`src/rtl/rp_bringup_pkg.sv`:
```
package rp_bringup_pkg;

    localparam int NPHY  = 4;
    localparam int NRST  = 7;
    localparam int IDX_W = $clog2(NPHY);

    // reset line positions in rst_o
    localparam int RB_ACLK   = 0;
    localparam int RB_PCLK   = 1;
    localparam int RB_PM     = 2;
    localparam int RB_CORE   = 3;
    localparam int RB_MGMT   = 4;
    localparam int RB_STICKY = 5;
    localparam int RB_PIPE   = 6;

    typedef enum logic [4:0] {
        S_IDLE, S_ASSERT_BUS, S_ASSERT_CORE, S_HOLD, S_REL_BUS,
        S_STRAP_SPD, S_STRAP_MODE, S_PHY_ON, S_REL_CORE, S_PERST_HI,
        S_WAIT_PERST, S_STRAP_TRAIN, S_POLL_LINK, S_RETRAIN, S_POLL_SPD,
        S_SETTLE, S_DONE, S_FAIL
    } state_e;

    typedef enum logic [1:0] {
        STRAP_SPEED, STRAP_MODE, STRAP_TRAIN
    } strap_e;

    typedef struct packed {
        state_e            st;
        logic [1:0]        gen;
        logic [1:0]        lc;
        logic [IDX_W-1:0]  idx;
        logic [NRST-1:0]   rst;
        logic              perst_n;
        logic [NPHY-1:0]   phy;
        logic              done;
        logic              fail;
    } ctl_t;

endpackage

```
`src/rtl/rp_tick_counter.sv`:
```
module rp_tick_counter #(
    parameter int W = 8
) (
    input  logic         clk,
    input  logic         rst_n,
    input  logic         clr_i,
    input  logic         inc_i,
    output logic [W-1:0] cnt_o
);
    logic [W-1:0] cnt_d, cnt_q;

    always_comb begin
        cnt_d = cnt_q;
        if (clr_i)      cnt_d = '0;
        else if (inc_i) cnt_d = cnt_q + 1'b1;
    end

    always_ff @(posedge clk or negedge rst_n) begin
        if (!rst_n) cnt_q <= '0;
        else        cnt_q <= cnt_d;
    end

    assign cnt_o = cnt_q;
endmodule

```
`src/rtl/rp_strap_fmt.sv`:
```
module rp_strap_fmt
    import rp_bringup_pkg::*;
(
    input  strap_e      kind_i,
    input  logic        gen2_i,
    input  logic [1:0]  lc_i,
    output logic [31:0] word_o
);
    localparam int B_GEN   = 7;
    localparam int B_ROOT  = 6;
    localparam int B_LC    = 4;
    localparam int B_TRAIN = 1;
    localparam int B_CFG   = 0;

    logic [15:0] en, val;

    always_comb begin
        en  = '0;
        val = '0;
        case (kind_i)
            STRAP_SPEED: begin
                en[B_GEN]  = 1'b1;
                val[B_GEN] = gen2_i;
            end
            STRAP_MODE: begin
                en[B_ROOT]     = 1'b1;
                en[B_LC +: 2]  = 2'b11;
                en[B_CFG]      = 1'b1;
                val[B_ROOT]    = 1'b1;
                val[B_LC +: 2] = lc_i;
                val[B_CFG]     = 1'b1;
            end
            default: begin
                en[B_TRAIN]  = 1'b1;
                val[B_TRAIN] = 1'b1;
            end
        endcase
        word_o = {en, val};
    end
endmodule

```
`src/rtl/rp_bringup_seq.sv`:
```
module rp_bringup_seq
    import rp_bringup_pkg::*;
#(
    parameter int HOLD_MS    = 1,
    parameter int PERST_MS   = 20,
    parameter int POLL_LIMIT = 500,
    parameter int SETTLE_MS  = 80,
    parameter int WAIT_W     = 16
) (
    input  logic               clk,
    input  logic               rst_n,
    input  logic               start_i,
    input  logic [1:0]         max_gen_i,
    input  logic [2:0]         lanes_i,
    input  logic               ms_tick_i,
    input  logic [1:0]         link_st_i,
    input  logic [7:0]         cur_speed_i,
    output logic [NRST-1:0]    rst_o,
    output logic               perst_n_o,
    output logic               strap_wr_o,
    output logic [31:0]        strap_data_o,
    output logic [NPHY-1:0]    phy_en_o,
    output logic               retrain_o,
    output logic               done_o,
    output logic               fail_o,
    output logic [1:0]         gen_o,
    output logic [WAIT_W-1:0]  waited_ms_o
);
    localparam int CNT_W = $clog2(HOLD_MS + PERST_MS + POLL_LIMIT + SETTLE_MS + 1);
    localparam logic [CNT_W-1:0] LIM_HOLD   = CNT_W'(HOLD_MS - 1);
    localparam logic [CNT_W-1:0] LIM_PERST  = CNT_W'(PERST_MS - 1);
    localparam logic [CNT_W-1:0] LIM_POLL   = CNT_W'(POLL_LIMIT - 1);
    localparam logic [CNT_W-1:0] LIM_SETTLE = CNT_W'(SETTLE_MS - 1);
    localparam logic [7:0] SPD_MASK = 8'h18;
    localparam logic [7:0] SPD_5GT  = 8'h08;
    localparam logic [1:0] LINK_UP  = 2'd3;

    ctl_t q, n;
    logic [CNT_W-1:0] wcnt;
    logic             waiting, wclr, run_clr;
    strap_e           strap_kind;

    assign waiting = (q.st == S_HOLD) || (q.st == S_WAIT_PERST) || (q.st == S_POLL_LINK)
                  || (q.st == S_POLL_SPD) || (q.st == S_SETTLE);

    // next-state and output register computation
    always_comb begin
        n       = q;
        run_clr = 1'b0;
        case (q.st)
            S_IDLE, S_DONE, S_FAIL: begin
                if (start_i) begin
                    n.st    = S_ASSERT_BUS;
                    n.gen   = max_gen_i[1] ? 2'd2 : 2'd1;
                    n.lc    = (lanes_i == 3'd4) ? 2'd2 : (lanes_i == 3'd2) ? 2'd1 : 2'd0;
                    n.done  = 1'b0;
                    n.fail  = 1'b0;
                    run_clr = 1'b1;
                end
            end
            S_ASSERT_BUS: begin
                n.perst_n      = 1'b0;
                n.rst[RB_ACLK] = 1'b1;
                n.rst[RB_PCLK] = 1'b1;
                n.rst[RB_PM]   = 1'b1;
                n.st           = S_ASSERT_CORE;
            end
            S_ASSERT_CORE: begin
                n.rst[RB_CORE]   = 1'b1;
                n.rst[RB_MGMT]   = 1'b1;
                n.rst[RB_STICKY] = 1'b1;
                n.rst[RB_PIPE]   = 1'b1;
                n.phy            = '0;
                n.st             = S_HOLD;
            end
            S_HOLD: if (ms_tick_i && wcnt == LIM_HOLD) n.st = S_REL_BUS;
            S_REL_BUS: begin
                n.rst[RB_PM]   = 1'b0;
                n.rst[RB_ACLK] = 1'b0;
                n.rst[RB_PCLK] = 1'b0;
                n.st           = S_STRAP_SPD;
            end
            S_STRAP_SPD:  n.st = S_STRAP_MODE;
            S_STRAP_MODE: begin
                n.idx = IDX_W'(NPHY - 1);
                n.st  = S_PHY_ON;
            end
            S_PHY_ON: begin
                if ({1'b0, q.idx} < ((IDX_W+1)'(1) << q.lc)) n.phy[q.idx] = 1'b1;
                if (q.idx == '0) n.st = S_REL_CORE;
                else             n.idx = q.idx - 1'b1;
            end
            S_REL_CORE: begin
                case (q.idx)
                    2'd0:    n.rst[RB_STICKY] = 1'b0;
                    2'd1:    n.rst[RB_CORE]   = 1'b0;
                    2'd2:    n.rst[RB_MGMT]   = 1'b0;
                    default: n.rst[RB_PIPE]   = 1'b0;
                endcase
                if (q.idx == 2'd3) n.st = S_PERST_HI;
                else               n.idx = q.idx + 1'b1;
            end
            S_PERST_HI: begin
                n.perst_n = 1'b1;
                n.st      = S_WAIT_PERST;
            end
            S_WAIT_PERST: if (ms_tick_i && wcnt == LIM_PERST) n.st = S_STRAP_TRAIN;
            S_STRAP_TRAIN: n.st = S_POLL_LINK;
            S_POLL_LINK: begin
                if (ms_tick_i && link_st_i == LINK_UP) begin
                    n.st = (q.gen == 2'd2) ? S_RETRAIN : S_SETTLE;
                end else if (ms_tick_i && wcnt == LIM_POLL) begin
                    if (q.gen == 2'd2) begin
                        n.gen = 2'd1;
                        n.st  = S_ASSERT_BUS;
                    end else begin
                        n.fail = 1'b1;
                        n.st   = S_FAIL;
                    end
                end
            end
            S_RETRAIN: n.st = S_POLL_SPD;
            S_POLL_SPD: begin
                if (ms_tick_i && (cur_speed_i & SPD_MASK) == SPD_5GT) begin
                    n.st = S_SETTLE;
                end else if (ms_tick_i && wcnt == LIM_POLL) begin
                    n.gen = 2'd1;
                    n.st  = S_ASSERT_BUS;
                end
            end
            S_SETTLE: begin
                if (ms_tick_i && wcnt == LIM_SETTLE) begin
                    n.done = 1'b1;
                    n.st   = S_DONE;
                end
            end
            default: n.st = S_IDLE;
        endcase
        wclr = (n.st != q.st);
    end

    always_ff @(posedge clk or negedge rst_n) begin
        if (!rst_n) begin
            q.st      <= S_IDLE;
            q.gen     <= '0;
            q.lc      <= '0;
            q.idx     <= '0;
            q.rst     <= '1;
            q.perst_n <= 1'b0;
            q.phy     <= '0;
            q.done    <= 1'b0;
            q.fail    <= 1'b0;
        end else begin
            q <= n;
        end
    end

    rp_tick_counter #(.W(CNT_W)) u_wait_cnt (
        .clk   (clk),
        .rst_n (rst_n),
        .clr_i (wclr),
        .inc_i (ms_tick_i && waiting),
        .cnt_o (wcnt)
    );

    rp_tick_counter #(.W(WAIT_W)) u_waited_cnt (
        .clk   (clk),
        .rst_n (rst_n),
        .clr_i (run_clr),
        .inc_i (ms_tick_i && waiting),
        .cnt_o (waited_ms_o)
    );

    assign strap_kind = (q.st == S_STRAP_SPD)  ? STRAP_SPEED :
                        (q.st == S_STRAP_MODE) ? STRAP_MODE  : STRAP_TRAIN;

    rp_strap_fmt u_strap (
        .kind_i (strap_kind),
        .gen2_i (q.gen == 2'd2),
        .lc_i   (q.lc),
        .word_o (strap_data_o)
    );

    assign strap_wr_o = (q.st == S_STRAP_SPD) || (q.st == S_STRAP_MODE) || (q.st == S_STRAP_TRAIN);
    assign retrain_o  = (q.st == S_RETRAIN);
    assign rst_o      = q.rst;
    assign perst_n_o  = q.perst_n;
    assign phy_en_o   = q.phy;
    assign done_o     = q.done;
    assign fail_o     = q.fail;
    assign gen_o      = q.gen;
endmodule

```
`config.mk`:
```
export PLATFORM = sky130hd
export DESIGN_NAME = rp_bringup_seq
export DESIGN_NICKNAME = d
export VERILOG_FILES = /design/src/rtl/rp_bringup_pkg.sv /design/src/rtl/rp_tick_counter.sv /design/src/rtl/rp_strap_fmt.sv /design/src/rtl/rp_bringup_seq.sv
export SDC_FILE = /design/constraint.sdc
export NUM_CORES = 1
export LEC_CHECK = 0
export BUFFER_PORTS_ARGS = -buffer_cell sky130_fd_sc_hd__buf_2
export CORE_MARGIN = 2
export CORE_UTILIZATION = 53
export CTS_BUF_LIST = sky130_fd_sc_hd__clkbuf_2
export CTS_CLUSTER_DIAMETER = 60
export DETAILED_ROUTE_END_ITERATION = 8
export HOLD_SLACK_MARGIN = 0.15
export PLACE_DENSITY = 0.8
export SETUP_SLACK_MARGIN = 0.5
export SLEW_MARGIN = 40
export SYNTH_ARGS = -nofsm -noshare
export SYNTH_HDL_FRONTEND = slang
export SYNTH_SLANG_ARGS = --single-unit
```
`constraint.sdc`:
```
create_clock -name clk -period 3.55 [get_ports clk]
set_clock_uncertainty 0.2 [all_clocks]
set_input_delay 0.1775 -clock clk [delete_from_list [all_inputs] [get_ports clk]]
set_output_delay 0.1775 -clock clk [all_outputs]
set_load 0.005 [all_outputs]
```
==> reports/metrics.yaml <==
yosys:
  synthTopCellsByArea: "dfrtp_1 (33%), buf_4 (8.9%), nor2_1 (4.5%), nand2_1 (4.3%), dfstp_2 (4.0%)"
  yosysMostFrequentCell: "dfrtp_1"
  netlist.area_leader.share_pct: 33.47
  synth_top_cell_by_area: "dfrtp_1"
  yosys_warnings: 0
  synth-edff-count: 0
  synth_cell_types: 56
  synthCells: 379
  synth_common_cells: "dfrtp_1 (44), buf_4 (39), nor2_1 (39)"
  synth.avg_cell_area_um2: 8.679
  yosys_most_used_dff: "dfrtp_1"
  ys_seq_area_share_pct: 37.47
  synth-seq-cells: 49
  async_flop_share_pct: 100.0
  synth.cell_area_um2: 3289
timing:
  relSlewSlack_pct: 48.93
  maxSlewViolCount: 0
  tightest_slew_ps: 766.0
  hold_violations: 0
  timing.fmax_mhz: 336.0
  rsz0062_at_grt: "false"
  tns_ps: 0
  min_period_ps: 2976
  timing.final.ws_setup_ps: 574.0
  fin_crit_sh_pct: 83.83
  setup_viol: 0
clock_network:
  cts_tree: "yes"
  cts_buffers: 5
  post_cts_buffers: 0
  clock_path_buffers: 2
  htreeDepth: 2
  cts.clk_slew.worst_paths_ps: 250
  ctsRootBufferMaster: "clkbuf_2"
  insertion_delay_ps: 420
  cts.sinks: 49
global_route:
  grt.total_usage_pct: 22.97
  grt_overflow: 0
  antenna_found_initial: 0
  grt_pass1_wl_um: 12050
  grt_pass1_vias: 2671
  grt_max_degree: 45
setup_path:
  cpPeakStageDelay_ps: 900
  worstPathRequired_ps: 3700
  path_cells: "and3b_1 > nand2_1 > and3_1 > dlygate4sd3_1 > mux2i_1 > dlygate4sd3_1"
  cp_max_fo: 25
  crit_type: "register to register"
  crit_path_end_kind: "register"
  cpLargestDelayFamily: "buffers and inverters"
  critPathBufInv: 2
  start_kind: "register"
  cpMostUsedCell: "dlygate4sd3_1"
  arrival_ps: 3130
  rrSetupSlack_ps: 570
  critical_path.slowest_cell: "dfrtp_1"
floorplanning:
  top_level_ports: 85
  die_width_um: 82.78
  die-area_um2: 6853
  initial_core_util_pct: 55.23
  dieHeight_um: 82.78
  design.core.area_um2: 5956
  rows: 28
place:
  portBuffers: 57
  gp_congestion: 0.9070
  dpl-instance-area_um2: 3395
  dpl_worst_slack_ps: 585.8
  hpwl_um: 5070
power:
  ir_drop_mv: 0.3113
  powerDensity_nw_per_um2: 537.7
  leakage_nw: 1.769
layout:
  multiInputGateArea_um2: 1745
  drive_above_1_share_pct: 21.06
  final_design_area_no_fill_um2: 3681
  diodes: 0
  regArea_um2: 1236
  fin_nets: 458
  nFillCells: 539
  synthToLayoutAreaGrowth_pct: 11.91
drt:
  first_iter_violations: 245
  viasPerCell: 5.679
  wl_per_cell_um: 14.60
  wl_um: 7400
  dr.pass1.iters: 5
  vias: 2879
  drc_errors: 0
  ant_nets: 0
worst_hold_path:
  hp-class: "register to register"
run_status:
  status: "complete, no violations"
run:
  drv_cap: 0
through the flow:
| stage | util (%) | instances | hold slack, ps | power, W |
|---|---|---|---|---|
| detailed placement | 57.00 | 480 | 43.24 | 0.001640 |
| finish | 61.81 | 507 | 308.1 | 0.001979 |
| global route | 61.81 | 507 | 308.6 | 0.002138 |
| CTS | 61.58 | 507 | 286.5 | 0.001970 |
| global placement | 56.95 | 480 | 225.8 | 0.001608 |
| floorplan | - | 398 | -318.1 | 0.001504 |
cell usage in the layout (no fill, tap or decap), types with 9 or more instances in the layout:
| cell type | n |
|---|---|
| nor2_1 | 39 |
| o21ai_0 | 13 |
| dlygate4sd3_1 | 18 |
| and3_1 | 13 |
| nand2_1 | 38 |
| dfrtp_1 | 43 |
| xor2_1 | 15 |
| nand4_1 | 12 |
| conb_1 | 20 |
| nor3_1 | 12 |
| nand2b_1 | 9 |
| inv_1 | 10 |
| a21oi_2 | 10 |
| nand3_1 | 17 |
| a21oi_1 | 13 |
| buf_2 | 56 |
per-layer routing:
layer / vias to the layer above / GRT usage, % / part of all wire [%]
met3: 15 / 3.680 / 6.0
li1: 1367 / - / -
met1: 1379 / 29.49 / 43
met5: - / 0 / 0
met4: 0 / 8.033 / 2.0
met2: 118 / 39.35 / 49
layout make-up:
class	count	share of cell area (%)
inverters	10	1.020
flip-flops and latches	49	33.58
repair buffers	77	13.66
clock inverters	2	0.9517
multi-input cells	288	47.42
well taps	75	2.549
clock buffers	6	0.8158
worst min-delay path: stages (launching register included):
cell and delay (ps):
dfstp_2 440, o41ai_1 60, nand2_1 50
state kept, by name, indices dropped and copies added, names as in the netlist:
signal / cells
done_o: 1
fail_o: 1
gen_o: 2
perst_n_o: 1
phy_en_o: 4
q: 9
rst_o: 5
u_wait_cnt.cnt_o: 10
u_waited_cnt.cnt_o: 16
path summary, 6_finish.rpt:
kind,start,end,cells after the start
setup reg to reg,q[24],gen_o[0],6
hold / removal,rst_o[1],rst_o[1],2
min in group asynchronous,rst_n,rst_o[3],3
hold reg to reg,rst_o[1],rst_o[1],2
max in group asynchronous,rst_n,u_wait_cnt.cnt_o[6],4
setup / recovery,q[24],gen_o[0],6
repair_timing:
action / CTS / global route
hold buffers: 19 / 0
setup endpoints to repair: 0 / 10
resized for setup: 0 / 2
endpoints found under the hold margin: 60 / 0
cells by family after synthesis:
kind of cell / Yosys count / synth area share [%]
AND/OR/NAND/NOR: 175 / 27.96
buffers and inverters: 61 / 11.94
AO/OA/AOI/OAI: 58 / 12.02
flip-flops: 49 / 37.47
XOR/XNOR: 22 / 5.858
adder cells (fa/ha/maj): 8 / 3.043
multiplexers: 5 / 1.598
other: 1 / 0.1140
report_power, final:
group | internal (W) | total [W] | leakage [nW] | switching, W
Combinational | 0.000344 | 0.000840 | 1.08 | 0.000497
Clock | 0.000121 | 0.000302 | 0.0430 | 0.000181
Sequential | 0.000668 | 0.000837 | 0.644 | 0.000169
Total | 0.00113 | 0.00198 | 1.77 | 0.000847
(Power assumes the default switching activity.)
